[src/rtl/irq_pkg.sv]
package irq_pkg;

    typedef struct packed {
        logic np;
        logic ep;
        logic id;
        logic sat;
        logic cy;
        logic ov;
        logic s;
        logic z;
    } psw_t;

    localparam logic [7:0]  PSW_RESET_VAL  = 8'h20;
    localparam logic [15:0] NMI_CAUSE_CODE = 16'h0010;
    localparam logic [15:0] NMI_VECTOR     = 16'h0010;
    localparam logic [15:0] MASK_VEC_BASE  = 16'h0080;
    localparam logic [15:0] MASK_VEC_STEP  = 16'h0010;

    typedef enum logic [2:0] {
        EV_NONE  = 3'd0,
        EV_RESET = 3'd1,
        EV_RETI  = 3'd2,
        EV_NMI   = 3'd3,
        EV_MASK  = 3'd4
    } ev_kind_e;

    function automatic logic [15:0] mask_vector(input int unsigned idx);
        return 16'(MASK_VEC_BASE + MASK_VEC_STEP * idx);
    endfunction

endpackage

[src/rtl/irq_arbiter.sv]
module irq_arbiter
    import irq_pkg::*;
#(
    parameter int NSRC  = 6,
    parameter int SRC_W = 3
) (
    input  logic             reset_req,
    input  logic             reti,
    input  logic             nmi_want,
    input  logic [NSRC-1:0]  irq_req,
    input  psw_t             psw,
    output ev_kind_e         kind,
    output logic [SRC_W-1:0] src,
    output logic [NSRC-1:0]  grant
);

    logic any_irq;
    logic [NSRC-1:0] lowest;

    assign any_irq = |irq_req;

    // lowest index wins: scan from the top so the last hit is the smallest
    always_comb begin
        src = '0;
        for (int i = NSRC - 1; i >= 0; i--) begin
            if (irq_req[i]) src = SRC_W'(i);
        end
    end

    always_comb begin
        lowest = '0;
        if (any_irq) lowest[src] = 1'b1;
    end

    always_comb begin
        if (reset_req)
            kind = EV_RESET;
        else if (reti)
            kind = EV_RETI;
        else if (nmi_want && !psw.np)
            kind = EV_NMI;
        else if (any_irq && !psw.np && !psw.id)
            kind = EV_MASK;
        else
            kind = EV_NONE;
    end

    assign grant = (kind == EV_MASK) ? lowest : '0;

endmodule

[src/rtl/irq_nmi_hold.sv]
module irq_nmi_hold (
    input  logic clk,
    input  logic rst,
    input  logic reset_req,
    input  logic nmi_req,
    input  logic take_nmi,
    output logic nmi_want
);

    logic pend_q;

    assign nmi_want = nmi_req | pend_q;

    // a single held request; repeats while waiting collapse into it
    always_ff @(posedge clk) begin
        if (rst || reset_req)
            pend_q <= 1'b0;
        else if (take_nmi)
            pend_q <= 1'b0;
        else if (nmi_req)
            pend_q <= 1'b1;
    end

endmodule

[src/rtl/irq_ctx_regs.sv]
module irq_ctx_regs
    import irq_pkg::*;
#(
    parameter int PC_W  = 32,
    parameter int NSRC  = 6,
    parameter int SRC_W = 3
) (
    input  logic             clk,
    input  logic             rst,
    input  ev_kind_e         kind,
    input  logic [SRC_W-1:0] src,
    input  logic [NSRC-1:0]  grant,
    input  logic [PC_W-1:0]  cur_pc,
    output psw_t             psw_q,
    output logic [31:0]      ecr_q,
    output logic [PC_W-1:0]  eipc_q,
    output psw_t             eipsw_q,
    output logic [PC_W-1:0]  fepc_q,
    output psw_t             fepsw_q,
    output logic             redirect_q,
    output logic [PC_W-1:0]  redirect_pc_q,
    output logic [NSRC-1:0]  ack_q
);

    localparam int PAD_W = PC_W - 16;

    function automatic logic [PC_W-1:0] widen(input logic [15:0] v);
        return {{PAD_W{1'b0}}, v};
    endfunction

    always_ff @(posedge clk) begin
        if (rst) begin
            psw_q         <= psw_t'(PSW_RESET_VAL);
            ecr_q         <= '0;
            eipc_q        <= '0;
            eipsw_q       <= '0;
            fepc_q        <= '0;
            fepsw_q       <= '0;
            redirect_q    <= 1'b0;
            redirect_pc_q <= '0;
            ack_q         <= '0;
        end else begin
            redirect_q <= 1'b0;
            ack_q      <= '0;
            unique case (kind)
                EV_RESET: begin
                    psw_q         <= psw_t'(PSW_RESET_VAL);
                    ecr_q         <= '0;
                    redirect_q    <= 1'b1;
                    redirect_pc_q <= '0;
                end
                EV_RETI: begin
                    redirect_q <= 1'b1;
                    if (psw_q.np) begin
                        redirect_pc_q <= fepc_q;
                        psw_q         <= fepsw_q;
                    end else begin
                        redirect_pc_q <= eipc_q;
                        psw_q         <= eipsw_q;
                    end
                end
                EV_NMI: begin
                    fepc_q        <= cur_pc;
                    fepsw_q       <= psw_q;
                    psw_q.np      <= 1'b1;
                    psw_q.ep      <= 1'b0;
                    psw_q.id      <= 1'b1;
                    ecr_q[31:16]  <= NMI_CAUSE_CODE;
                    redirect_q    <= 1'b1;
                    redirect_pc_q <= widen(NMI_VECTOR);
                end
                EV_MASK: begin
                    eipc_q        <= cur_pc;
                    eipsw_q       <= psw_q;
                    psw_q.id      <= 1'b1;
                    psw_q.ep      <= 1'b0;
                    ecr_q[15:0]   <= mask_vector(32'(src));
                    ack_q         <= grant;
                    redirect_q    <= 1'b1;
                    redirect_pc_q <= widen(mask_vector(32'(src)));
                end
                default: ;
            endcase
        end
    end

endmodule

[src/rtl/irq_entry_ctrl.sv]
module irq_entry_ctrl
    import irq_pkg::*;
#(
    parameter int PC_W = 32,
    parameter int NSRC = 6
) (
    input  logic            clk,
    input  logic            rst,
    input  logic            reset_req,
    input  logic            nmi_req,
    input  logic [NSRC-1:0] irq_req,
    input  logic [PC_W-1:0] cur_pc,
    input  logic            reti,
    output logic            redirect_o,
    output logic [PC_W-1:0] redirect_pc_o,
    output logic [NSRC-1:0] irq_ack_o,
    output logic [7:0]      psw_o,
    output logic [31:0]     ecr_o,
    output logic [PC_W-1:0] eipc_o,
    output logic [7:0]      eipsw_o,
    output logic [PC_W-1:0] fepc_o,
    output logic [7:0]      fepsw_o
);

    localparam int SRC_W = (NSRC > 1) ? $clog2(NSRC) : 1;

    ev_kind_e         ev_kind;
    logic [SRC_W-1:0] ev_src;
    logic [NSRC-1:0]  ev_grant;
    logic             nmi_want;
    psw_t             psw_q, eipsw_q, fepsw_q;

    irq_nmi_hold u_nmi (
        .clk       (clk),
        .rst       (rst),
        .reset_req (reset_req),
        .nmi_req   (nmi_req),
        .take_nmi  (ev_kind == EV_NMI),
        .nmi_want  (nmi_want)
    );

    irq_arbiter #(.NSRC(NSRC), .SRC_W(SRC_W)) u_arb (
        .reset_req (reset_req),
        .reti      (reti),
        .nmi_want  (nmi_want),
        .irq_req   (irq_req),
        .psw       (psw_q),
        .kind      (ev_kind),
        .src       (ev_src),
        .grant     (ev_grant)
    );

    irq_ctx_regs #(.PC_W(PC_W), .NSRC(NSRC), .SRC_W(SRC_W)) u_ctx (
        .clk           (clk),
        .rst           (rst),
        .kind          (ev_kind),
        .src           (ev_src),
        .grant         (ev_grant),
        .cur_pc        (cur_pc),
        .psw_q         (psw_q),
        .ecr_q         (ecr_o),
        .eipc_q        (eipc_o),
        .eipsw_q       (eipsw_q),
        .fepc_q        (fepc_o),
        .fepsw_q       (fepsw_q),
        .redirect_q    (redirect_o),
        .redirect_pc_q (redirect_pc_o),
        .ack_q         (irq_ack_o)
    );

    assign psw_o   = psw_q;
    assign eipsw_o = eipsw_q;
    assign fepsw_o = fepsw_q;

endmodule

[config.mk]
export PLATFORM = sky130hd
export DESIGN_NAME = irq_entry_ctrl
export DESIGN_NICKNAME = d
export VERILOG_FILES = /design/src/rtl/irq_pkg.sv /design/src/rtl/irq_arbiter.sv /design/src/rtl/irq_nmi_hold.sv /design/src/rtl/irq_ctx_regs.sv /design/src/rtl/irq_entry_ctrl.sv
export SDC_FILE = /design/constraint.sdc
export NUM_CORES = 1
export LEC_CHECK = 0
export BUFFER_PORTS_ARGS = -buffer_cell sky130_fd_sc_hd__clkbuf_2
export CAP_MARGIN = 20
export CORE_ASPECT_RATIO = 1.4
export CORE_MARGIN = 2
export CORE_UTILIZATION = 50
export CTS_BUF_LIST = sky130_fd_sc_hd__clkbuf_2 sky130_fd_sc_hd__clkbuf_4 sky130_fd_sc_hd__clkbuf_8
export DETAILED_ROUTE_END_ITERATION = 16
export GPL_TIMING_DRIVEN = 0
export MAX_ROUTING_LAYER = met4
export PLACE_DENSITY_LB_ADDON = 0.12
export SLEW_MARGIN = 40
export SYNTH_ARGS = -nofsm -noshare
export SYNTH_HDL_FRONTEND = slang
export SYNTH_SLANG_ARGS = --single-unit
export TNS_END_PERCENT = 50
[constraint.sdc]
create_clock -name clk -period 2.1 [get_ports clk]
set_clock_uncertainty 0.2 [all_clocks]
set_input_delay 0 -clock clk [delete_from_list [all_inputs] [get_ports clk]]
set_output_delay 0 -clock clk [all_outputs]
set_load 0.01 [all_outputs]
* Word level (Yosys, flattened, before mapping)
Index checks and enable logic that the tools add are counted.
Operators by class: reductions and logical operators 18, muxes and demuxes 21, add/sub/neg operators 1, equal/unequal tests 4, bitwise operators 3, shift operators 0, magnitude comparators 2, div/mod/pow operators 0, multipliers 0
Operators with widths (number):
- 32-bit case mux with 4 select lines | 1
- 16-bit case mux with 2 select lines | 2
- 32-bit 2-to-1 mux | 1
- 3-bit 2-to-1 mux | 10
- 5-bit case mux with 2 select lines | 1
- 8-bit by 7-bit adder with 9-bit output (first input constant) | 1
- 8-bit 2-to-1 mux | 1
- 2-bit nonzero test | 4
- 3-bit by 2-bit equality test with 1-bit output (second input constant) | 2
- 3-bit OR reduction | 2
- 6-bit OR reduction | 1
- 1-bit logical AND | 4
- 3-bit by 4-bit < comparator with 1-bit output (second input constant) | 1
- 2-bit case mux with 2 select lines | 1
- 4-bit nonzero test | 1
- 4-bit OR reduction | 1
- 1-bit demux with 3-bit select | 1
- 3-bit by 1-bit equality test with 1-bit output (second input constant) | 1
- 3-bit equality test (second input constant) | 1
- 3-bit by 1-bit >= comparator with 1-bit output (second input constant) | 1
- 1-bit case mux with 3 select lines | 1
- 3-bit nonzero test | 1
- 1-bit logical NOT | 2
- 1-bit 2-to-1 mux | 2
- other kinds (4) | 5
Word-level totals: bits in latches 0, memory bits (writable) 0, ROM bits 0, memories kept 0, word-level logic and storage cells 81, output and inout bits 159, input bits 43, register bits 160

* Longest topological paths before layout
Gate-level depths: netlist (run 1).
depth in word-level cells 10, gate-level depth with buffers 7

* Hierarchy
From an unflattened synthesis (run 1), not the netlist that was laid out.
Second synthesis, totals: cells, all modules 696, area, all modules 5695.5 um^2
Modules (own cells, without submodules):
- irq_ctx_regs | cells an instance 661, area each 5440.2 um^2, times used 1
- irq_arbiter | cells an instance 31, area each 193.9 um^2, times used 1
- irq_nmi_hold | cells an instance 3, area each 52.6 um^2, times used 1
- irq_entry_ctrl | cells an instance 1, area each 8.8 um^2, times used 1

* Least setup slack after synthesis (run 1)
No wires, ideal clock.
path kind register to register, start register, netlist name u_ctx.psw_q[7], end register u_ctx.eipc_q[20], library setup time 0.071 ns, data arrival time 1.498 ns, slack 0.331 ns, cell stages (with the launch flop) 8, path through dfxtp_1 buf_2 nor3_2 o211a_1 buf_2 buf_2 nand2_1 a21oi_2
Between the ends: word-level cells in the longest chain between the ends 8
RTL lines:
- 1-bit logical NOT * | RTL line irq_arbiter.sv:40, irq_arbiter.sv:42
- 1-bit logical AND (2 in a row) | RTL line irq_arbiter.sv:42 | else if (any_irq && !psw.np && !psw.id)
- 3-bit 2-to-1 mux | RTL line irq_arbiter.sv:42
- 3-bit 2-to-1 mux * | RTL line irq_arbiter.sv:40 | else if (nmi_want && !psw.np)
- 3-bit 2-to-1 mux * | RTL line irq_arbiter.sv:38 | else if (reti)
- 3-bit 2-to-1 mux * | RTL line irq_arbiter.sv:36 | if (reset_req)
- 3-bit equality test * | RTL line irq_ctx_regs.sv:45 | unique case (kind)
- end signal: assignment | RTL line irq_ctx_regs.sv:73 | eipc_q <= cur_pc;
- end: declaration | RTL line irq_ctx_regs.sv:16 | output logic [PC_W-1:0] eipc_q,
Mark *: on every way between the ends. The rest lies on a longest branch, timed or not. A chain may end at the register's enable or synchronous reset.

* Worst setup path in the final report (run 1)
start register, netlist name u_ctx.psw_q[7], end register u_ctx.redirect_pc_q[11]
Between the ends: word-level cells in the longest chain between the ends 9
RTL lines:
- 1-bit logical NOT | RTL line irq_arbiter.sv:40, irq_arbiter.sv:42
- 1-bit logical AND (2 in a row) | RTL line irq_arbiter.sv:42
- 3-bit 2-to-1 mux | RTL line irq_arbiter.sv:42
- 3-bit 2-to-1 mux | RTL line irq_arbiter.sv:40
- 3-bit 2-to-1 mux | RTL line irq_arbiter.sv:38
- 3-bit 2-to-1 mux | RTL line irq_arbiter.sv:36
- 3-bit equality test, or another cell as far along | RTL line irq_ctx_regs.sv:45
- 32-bit case mux with 4 select lines or 4-bit nonzero test (tied branches)
- end signal: assignment | RTL line irq_ctx_regs.sv:55 | redirect_pc_q <= fepc_q;
- end signal: assignment | RTL line irq_ctx_regs.sv:58 | redirect_pc_q <= eipc_q;
- end signal: assignment | RTL line irq_ctx_regs.sv:70 | redirect_pc_q <= widen(NMI_VECTOR);
- end: declaration | RTL line irq_ctx_regs.sv:21 | output logic [PC_W-1:0] redirect_pc_q,
Several ways; a longest one is shown, not always the timed one.

==> flow_summary.toml, run 1 <==
[outcome]
status = "complete, no violations"

[logic_synthesis]
avgSynthCellArea_um2 = 9.101
synth.largest_area_cell = "dfxtp_1"
synthTopCellsByArea = "dfxtp_1, nand2_1, mux2i_1"
synth_edf_count = 0
ys_types = 43
synth_top_area_share_pct = 50.01
yosysSeqAreaShare_pct = 50.01
synth_cells = 585
ys.flop_type = "dfxtp_1"
ys_top_cells_by_count = "nand2_1, dfxtp_1, a21oi_1"
synth_most_common_cell = "nand2_1"
synth.cell_area_um2 = 5324
yosys_warnings = 0
synth-async-reset-ratio_pct = 0
synth_seq_cells = 133

[placed_design]
dp_cells = 921
place.gp.congestion = 0.7938
hpwlAfterDp_um = 11070
port_buffers = 172

[floorplanning]
die-area_um2 = 11500
fp-row-count = 44
fp.dieH_um = 126.1
die_w_um = 91.21
initial_core_util_pct = 51.44
ios = 202
core_um2 = 10350

[critical_path]
cp.required_ns = 2.20
arrival_ns = 2.10
path_buf_inv = 3
crit_path_end_kind = "flip-flop"
cpMaxStageDelayCell = "buf_2"
crit_type = "flip-flop to flip-flop"
worst_setup_path_start_kind = "flip-flop"
crit_path_start = "u_ctx.psw_q[7]"
rr_startpoint = "u_ctx.psw_q[7]"
regToRegSetupSlack_ns = 0.10
cp_max_fo = 10
crit_family = "buffers and inverters"
crit_top_cell = "buf_2"
path_cells = "buf_2, buf_2, buf_2, mux2i_1, o2bb2ai_1"
cpPeakStageDelay_ns = 0.37

[hold_path]
min_from = "irq_req[4]"
hold_class = "input pin to flip-flop"

[timing]
period_needed_ns = 1.999
finalSetupViolations = 0
fin_crit_sh_pct = 95.17
finalHoldViolCount = 0
fmax_ghz = 0.5003
slew_headroom_pct = 51.92
drv_slew = 0
tightest_slew_ns = 0.7211

[grt]
antenna_found_initial = 0
grt_max_degree = 17
grt_pass1_vias = 4958
grt_use_total_pct = 27.84
grt_pass1_wl_um = 24680
gr-total-overflow = 0

[route]
dr.pass1.iters = 5
via_per_inst = 5.085
routed_wirelength_um = 15590
antenna_left = 0
avgRoutedWirePerCell_um = 15.73
remaining_drc_errors = 0
drtIter0Drc = 197
vias = 5039

[clocking]
cts_tree = "yes"
clk_latency_ns = 0.43
clkSinkCount = 133
cts_buffer_depth = 2
root_buffer = "clkbuf_8"
cts_inserted_buffers = 17
clkTransAtPathRegs_ns = 0.07
htreeDepth = 4

[pwr]
cellLeakagePower_nw = 3.030
p_total_mw = 5.177
power_density_nw_per_um2 = 710.9
vdd_ir_drop_max_mv = 0.4527

[finish]
finish.net_count = 887
syn2layout_area_growth_pct = 36.78
instances_no_fill = 991
drive_gt1_share_pct = 33.88
antennaDiodeCount = 0

[run]
drv_cap = 0
per-layer routing:
metal  part of all wire, %  vias to the layer above  track usage, %
met3                   5.6                       33           7.237
met5                     0                        -               -
met1                    39                     2353           31.00
li1                      -                     2461               -
met4                   2.2                        0           9.893
met2                    53                      192           48.02
cells in the final DEF (no fill, tap or decap), types with 7 or more instances in the layout:
cell / count
buf_2: 11
a21oi_2: 25
buf_6: 7
mux2i_1: 34
dlygate4sd3_1: 42
dfxtp_1: 133
a21oi_1: 60
o2bb2ai_1: 29
conb_1: 27
clkbuf_2: 174
nor2_1: 12
clkbuf_8: 21
clkbuf_1: 21
buf_4: 27
nand2_1: 159
flip-flops by register name (all words and copies together), names as in the netlist:
signal	flops
u_ctx.ack_q	6
u_ctx.eipc_q	32
u_ctx.ecr_q	5
u_ctx.fepsw_q	8
u_ctx.redirect_pc_q	32
u_nmi.pend_q	1
u_ctx.psw_q	8
u_ctx.eipsw_q	8
u_ctx.redirect_q	1
u_ctx.fepc_q	32
cell families after synthesis:
family	Yosys count	synth area share (%)
and+or+nand+nor	205	16.62
AOI/OAI and AO/OA	133	17.58
DFF	133	50.01
buffers and inverters	75	8.484
muxes	38	7.239
other	1	0.07044
report_power, final:
part | switching (mW) | internal [mW]
Clock | 0.917 | 1.18
Sequential | 0.0323 | 2.56
Combinational | 0.277 | 0.212
tightest hold or removal path: cells and delay by family:
family	cells	cell delay, ns
compound gates	2	0.35
buf+inv	1	0.11
simple gates	1	0.17
final timing paths:
path	to	cells after the start
hold reg to reg	u_ctx.redirect_pc_q[3]	1
setup reg to reg	u_ctx.redirect_pc_q[11]	5
setup / recovery	u_ctx.redirect_pc_q[11]	5
hold / removal	u_ctx.redirect_q	4
per-stage QoR:
step	worst slack (ns)	util (%)	area, um^2	setup TNS [ns]	hold WS [ns]
after floorplan	0.3309	-	5421	0	-0.1233
after global placement	0.1125	62.37	6455	0	0.03786
after detailed placement	0.03045	62.37	6455	0	0.04471
after CTS	0.01666	70.09	7254	0	0.02146
after global routing	-0.0008522	70.36	7282	-0.0008522	0.06595
final	0.1014	70.36	7282	0	0.05301
repair_timing:
item,4_1_cts,5_1_grt
hold endpoints to repair,80,0
hold buffers,42,0
gates resized for setup,0,9
endpoints found under the setup margin,0,88
setup buffers,0,0
area by class of cell:
type	count	area (um^2)
Inverter	4	15.01
Fill cell	854	3068
Clock inverter	5	75.07
Clock buffer	23	304.0
Buffer	71	444.2
Multi-Input combinational cell	403	2327
Timing Repair Buffer	214	1281
Sequential cell	133	2663
Tap cell	138	172.7
No activity file was read; power rests on OpenSTA's default activity.
==> inputs of run 2 (changes only) <==
==> constraint.sdc (replaced) <==
create_clock -name clk -period 2.1 [get_ports clk]
set_clock_uncertainty 0.2 [all_clocks]
set_input_delay 0.42 -clock clk [delete_from_list [all_inputs] [get_ports clk]]
set_output_delay 0.42 -clock clk [all_outputs]
set_load 0.01 [all_outputs]
==> run 2 against run 1 <==
First-iteration DRC count down 9.6%. Critical path depth unchanged. Sequential power about the same. Hold slack worse by 0.031 ns. Maximum frequency up 0.77%. Combinational power down 13%. Non-clock buffer count down 39. Via count down 2.9%. Largest cell class unchanged.
==> flow_summary.toml, run 2 (same netlist as run 1, synthesis figures left out) <==
[finish]
syn2layout_area_growth_pct = 29.19
layout_common_cells = "clkbuf_2, nand2_1, dfxtp_1"
layout_commonest_cell = "clkbuf_2"
design_area_um2 = 6878
antennaDiodeCount = 0
largest_registers = "u_ctx.eipc_q (32), u_ctx.fepc_q (32), u_ctx.redirect_pc_q (32)"
finish.net_count = 848
drive_gt1_share_pct = 35.38
final.fill_count = 911

[pwr]
vdd_ir_drop_max_mv = 0.4561
cellLeakagePower_nw = 2.864
p_comb_share_pct = 8.4
intPower_mw = 3.903
switching_share_pct = 23.49
clkPwrFrac_pct = 40.8
p_seq_share_pct = 50.9
power_density_nw_per_um2 = 741.6
p_switching_mw = 1.198

[placed_design]
pre_cts_slack_ns = -0.2277
port_buffers = 172
placed_area_um2 = 6455
hpwlAfterDp_um = 11070
place.gp.congestion = 0.7938

[route]
drtIter0Drc = 178
remaining_drc_errors = 0
dr.pass1.iters = 5
antenna_left = 0
via_per_inst = 5.138
vias = 4891
avgRoutedWirePerCell_um = 15.70
routed_wirelength_um = 14950

[grt]
antenna_found_initial = 0
grt_max_degree = 17
grt_pass1_wl_um = 23430
grt_pass1_vias = 4686
grt_use_total_pct = 26.55
gr-total-overflow = 0

[critical_path]
cpMaxStageDelayCell = "buf_2"
arrival_ns = 2.09
path_cells = "buf_2, buf_2, buf_2, mux2i_1, o2bb2ai_1"
crit_family = "buffers and inverters"
worst_setup_path_start_kind = "flip-flop"
cpPeakStageDelay_ns = 0.37
cp.required_ns = 2.20
crit_top_cell = "buf_2"
path_buf_inv = 3
cp_max_fo = 10
crit_type = "flip-flop to flip-flop"
crit_path_end_kind = "flip-flop"

[clocking]
clkSinkCount = 133
clk_latency_ns = 0.43
root_buffer = "clkbuf_8"
htreeDepth = 4
cts_tree = "yes"
clkTransAtPathRegs_ns = 0.07
cts_inserted_buffers = 17
cts_buffer_depth = 2

[floorplanning]
die-area_um2 = 11500
ios = 202
core_um2 = 10350
fp-row-count = 44
fp.dieH_um = 126.1
initial_core_util_pct = 51.44
die_w_um = 91.21

[hold_path]
hold_class = "input pin to flip-flop"

[timing]
tightest_slew_ns = 0.7507
slew_headroom_pct = 49.96
fmax_ghz = 0.5042
hold-worst-slack_ns = 0.02179
rsz0062_at_grt = "no"
timing.final.ws_setup_ns = 0.1166
finalSetupViolations = 0
fin_crit_sh_pct = 94.45
period_needed_ns = 1.983
fin_setup_tns_ns = 0
finalHoldViolCount = 0
drv_slew = 0

[outcome]
status = "complete, no violations"

[run]
drv_cap = 0
## run 2: power groups by stage
stage | clock network [mW] | registers, mW | logic, mW
after global routing | 2.23 | 2.60 | 0.463
after global placement | 0 | 2.65 | 0.410
after detailed placement | 0 | 2.65 | 0.417
final | 2.08 | 2.59 | 0.427
after floorplan | 0 | 2.66 | 0.241
after CTS | 2.11 | 2.59 | 0.421
## run 2: worst paths after layout
kind                               start                       to  slack (ns)  cells past startpoint
hold / removal                cur_pc[31]         u_ctx.fepc_q[31]        0.02                      3
setup reg to reg          u_ctx.psw_q[7]  u_ctx.redirect_pc_q[11]        0.12                      5
setup / recovery          u_ctx.psw_q[7]  u_ctx.redirect_pc_q[11]        0.12                      5
hold reg to reg   u_ctx.redirect_pc_q[3]   u_ctx.redirect_pc_q[3]        0.26                      1
## run 2: final cells by class
type | count | area (um^2) | area share, %
flip-flops and latches | 133 | 2663 | 38.71
multi-input cells | 403 | 2313 | 33.64
repair buffers | 175 | 890.9 | 12.95
plain buffers | 71 | 444.2 | 6.458
clock buffers | 23 | 304.0 | 4.421
well taps | 138 | 172.7 | 2.510
clock inverters | 5 | 75.07 | 1.092
inverters | 4 | 15.01 | 0.2183
## run 2: timing repair
action	4_1_cts	5_1_grt
endpoints found under the setup margin	0	70
hold buffers	1	2
resized for setup	0	7
setup buffers	0	0
hold endpoints to repair	1	2
## run 2: metrics by stage
step	utilization [%]	std cells	power, mW
2_1_floorplan	-	611	2.903
3_3_place_gp	62.37	921	3.058
3_5_place_dp	62.37	921	3.067
4_1_cts	66.13	950	5.122
5_1_grt	66.45	952	5.289
6_report	66.45	952	5.101
## run 2: worst min-delay path, stage by stage
cell      delay, ns
clkbuf_2       0.09
nand2_1        0.05
a21oi_1        0.05
## run 2: routing by layer
metal	vias up	share of wire, %	global-route usage [%]
met5	-	0	-
met3	22	6.0	7.476
met1	2308	39	29.70
met2	175	53	45.58
li1	2386	-	-
met4	0	1.6	8.645
==> inputs of run 3 (changes only) <==
--- a/config.mk
+++ b/config.mk
@@ -6,10 +6,12 @@
 export NUM_CORES = 1
 export LEC_CHECK = 0
 export BUFFER_PORTS_ARGS = -buffer_cell sky130_fd_sc_hd__clkbuf_2
-export CAP_MARGIN = 20
+export CAP_MARGIN = 30
+export CELL_PAD_IN_SITES_DETAIL_PLACEMENT = 0
+export CELL_PAD_IN_SITES_GLOBAL_PLACEMENT = 1
 export CORE_ASPECT_RATIO = 1.4
 export CORE_MARGIN = 2
-export CORE_UTILIZATION = 50
+export CORE_UTILIZATION = 37
 export CTS_BUF_LIST = sky130_fd_sc_hd__clkbuf_2 sky130_fd_sc_hd__clkbuf_4 sky130_fd_sc_hd__clkbuf_8
 export DETAILED_ROUTE_END_ITERATION = 16
 export GPL_TIMING_DRIVEN = 0
==> run 3 against run 2 <==
Worst setup slack got worse by 0.048 ns. Power rose by 11%. Hold slack got worse by 0.0013 ns. Critical path type unchanged. Largest power group is now the clock network.
==> flow_summary.toml, run 3 (same netlist as run 1, synthesis figures left out) <==
[finish]
design_area_um2 = 7161
layout_common_cells = "clkbuf_2, nand2_1, dfxtp_1"
antennaDiodeCount = 0
instances_no_fill = 1013
drive_gt1_share_pct = 35.51
final.fill_count = 1392
syn2layout_area_growth_pct = 34.50
finish.net_count = 858
fin_util_pct = 51.24
layout_commonest_cell = "clkbuf_2"
largest_registers = "u_ctx.eipc_q (32), u_ctx.fepc_q (32), u_ctx.redirect_pc_q (32)"

[hold_path]
hold_class = "input pin to flip-flop"
hold_depth = 3
min_from = "cur_pc[30]"

[grt]
grt_pass1_vias = 4793
grt_pass1_wl_um = 25250
gr-total-overflow = 0
grt_use_total_pct = 21.41
antenna_found_initial = 0
grt_max_degree = 17

[timing]
rsz0062_at_grt = "yes"
fmax_ghz = 0.4924
hold-worst-slack_ns = 0.02053
drv_slew = 0
fin_crit_sh_pct = 96.71
slew_headroom_pct = 48.65
tightest_slew_ns = 0.7702
finalSetupViolations = 0
period_needed_ns = 2.031
finalHoldViolCount = 0

[pwr]
power_density_nw_per_um2 = 793.6
cellLeakagePower_nw = 2.962
p_total_mw = 5.683
vdd_ir_drop_max_mv = 0.3479

[critical_path]
rr_worst_depth = 5
rr_startpoint = "u_ctx.psw_q[7]"
setup.worst_path.end = "u_ctx.redirect_pc_q[8]"
r2r_end = "u_ctx.redirect_pc_q[8]"
regToRegSetupSlack_ns = 0.07
crit_type = "flip-flop to flip-flop"
arrival_ns = 2.15
worst_setup_path_start_kind = "flip-flop"
crit_path_end_kind = "flip-flop"
crit_path_start = "u_ctx.psw_q[7]"
cp_max_fo = 10
cp.required_ns = 2.22

[clocking]
cts_tree = "yes"
clkSinkCount = 133
root_buffer = "clkbuf_8"
clkTransAtPathRegs_ns = 0.08
clk_latency_ns = 0.43
htreeDepth = 4
cts_inserted_buffers = 17
cts_buffer_depth = 2

[placed_design]
dp_cells = 968
port_buffers = 172
hpwlAfterDp_um = 11820
place.gp.congestion = 0.8342
placed_area_um2 = 6514

[route]
remaining_drc_errors = 0
vias = 4829
drtIter0Drc = 173
routed_wirelength_um = 16020
via_per_inst = 4.767
avgRoutedWirePerCell_um = 15.81
dr.pass1.iters = 5
antenna_left = 0

[floorplanning]
initial_core_util_pct = 38.10
core_um2 = 13970
die_w_um = 105.4
die-area_um2 = 15380
ios = 202
fp.dieH_um = 145.9
fp-row-count = 51

[run]
drv_cap = 0

[outcome]
status = "complete, no violations"
==> run 3: changes by cell type in the layout (fill, tap and decap cells not counted), sizes merged <==
cell         delta
dlygate4sd3    +10
bufinv          +4
clkbuf          -4
buf             +1
clkinv          +1
clkinvlp        +1
inv             +1
==> run 3: timing repair <==
item                       in CTS  in global routing
hold buffers                   13                  0
setup buffers                   0                  0
gates resized for setup         0                 10
setup endpoints to repair       0                 79
hold endpoints to repair       18                  0
==> run 3: metrics by stage <==
stage	worst slack (ns)	setup TNS, ns
3_5_place_dp	-0.3444	-24.91
4_1_cts	0.01364	0
3_3_place_gp	-0.2752	-20.95
2_1_floorplan	0.1540	0
5_1_grt	-0.03189	-0.1754
6_report	0.06904	0
==> run 3: cell type report <==
type                    count  area (um^2)  share of cell area (%)
multi-input cells         403         2325                   32.47
repair buffers            185        991.0                   13.84
plain buffers              71        442.9                   6.186
clock inverters            12        224.0                   3.128
flip-flops and latches    133         2663                   37.18
inverters                   4        15.01                  0.2097
clock buffers              20        269.0                   3.757
well taps                 185        231.5                   3.233
==> run 3: critical path: stages (launching register included) <==
cell	delay, ns
dfxtp_1	0.34
buf_2	0.26
buf_2	0.37
buf_2	0.39
mux2i_1	0.25
o2bb2ai_1	0.09
==> run 3: report_power, final <==
group          switching (mW)  internal, mW  leakage, nW
Sequential             0.0321          2.56         1.08
Clock                    1.03          1.61        0.247
Combinational           0.269         0.178         1.64
Total                    1.33          4.35         2.96
==> run 3: how the worst min path moves through the flow <==
stage | slack [ns] | to
final | 0.02 | u_ctx.fepc_q[30]
after global routing | 0.009 | u_ctx.fepc_q[27]
after detailed placement | 0.25 | u_ctx.redirect_pc_q[1]
after global placement | 0.24 | u_ctx.redirect_pc_q[14]
after floorplan | 0.28 | u_ctx.eipsw_q[7]
after CTS | 0.0009 | u_ctx.fepc_q[24]
==> run 3: per-layer routing <==
| metal | track usage (%) | share of wire [%] |
|---|---|---|
| met3 | 4.971 | 5.5 |
| met5 | - | 0 |
| met2 | 36.58 | 51 |
| met1 | 24.99 | 43 |
| met4 | 6.000 | 1.5 |
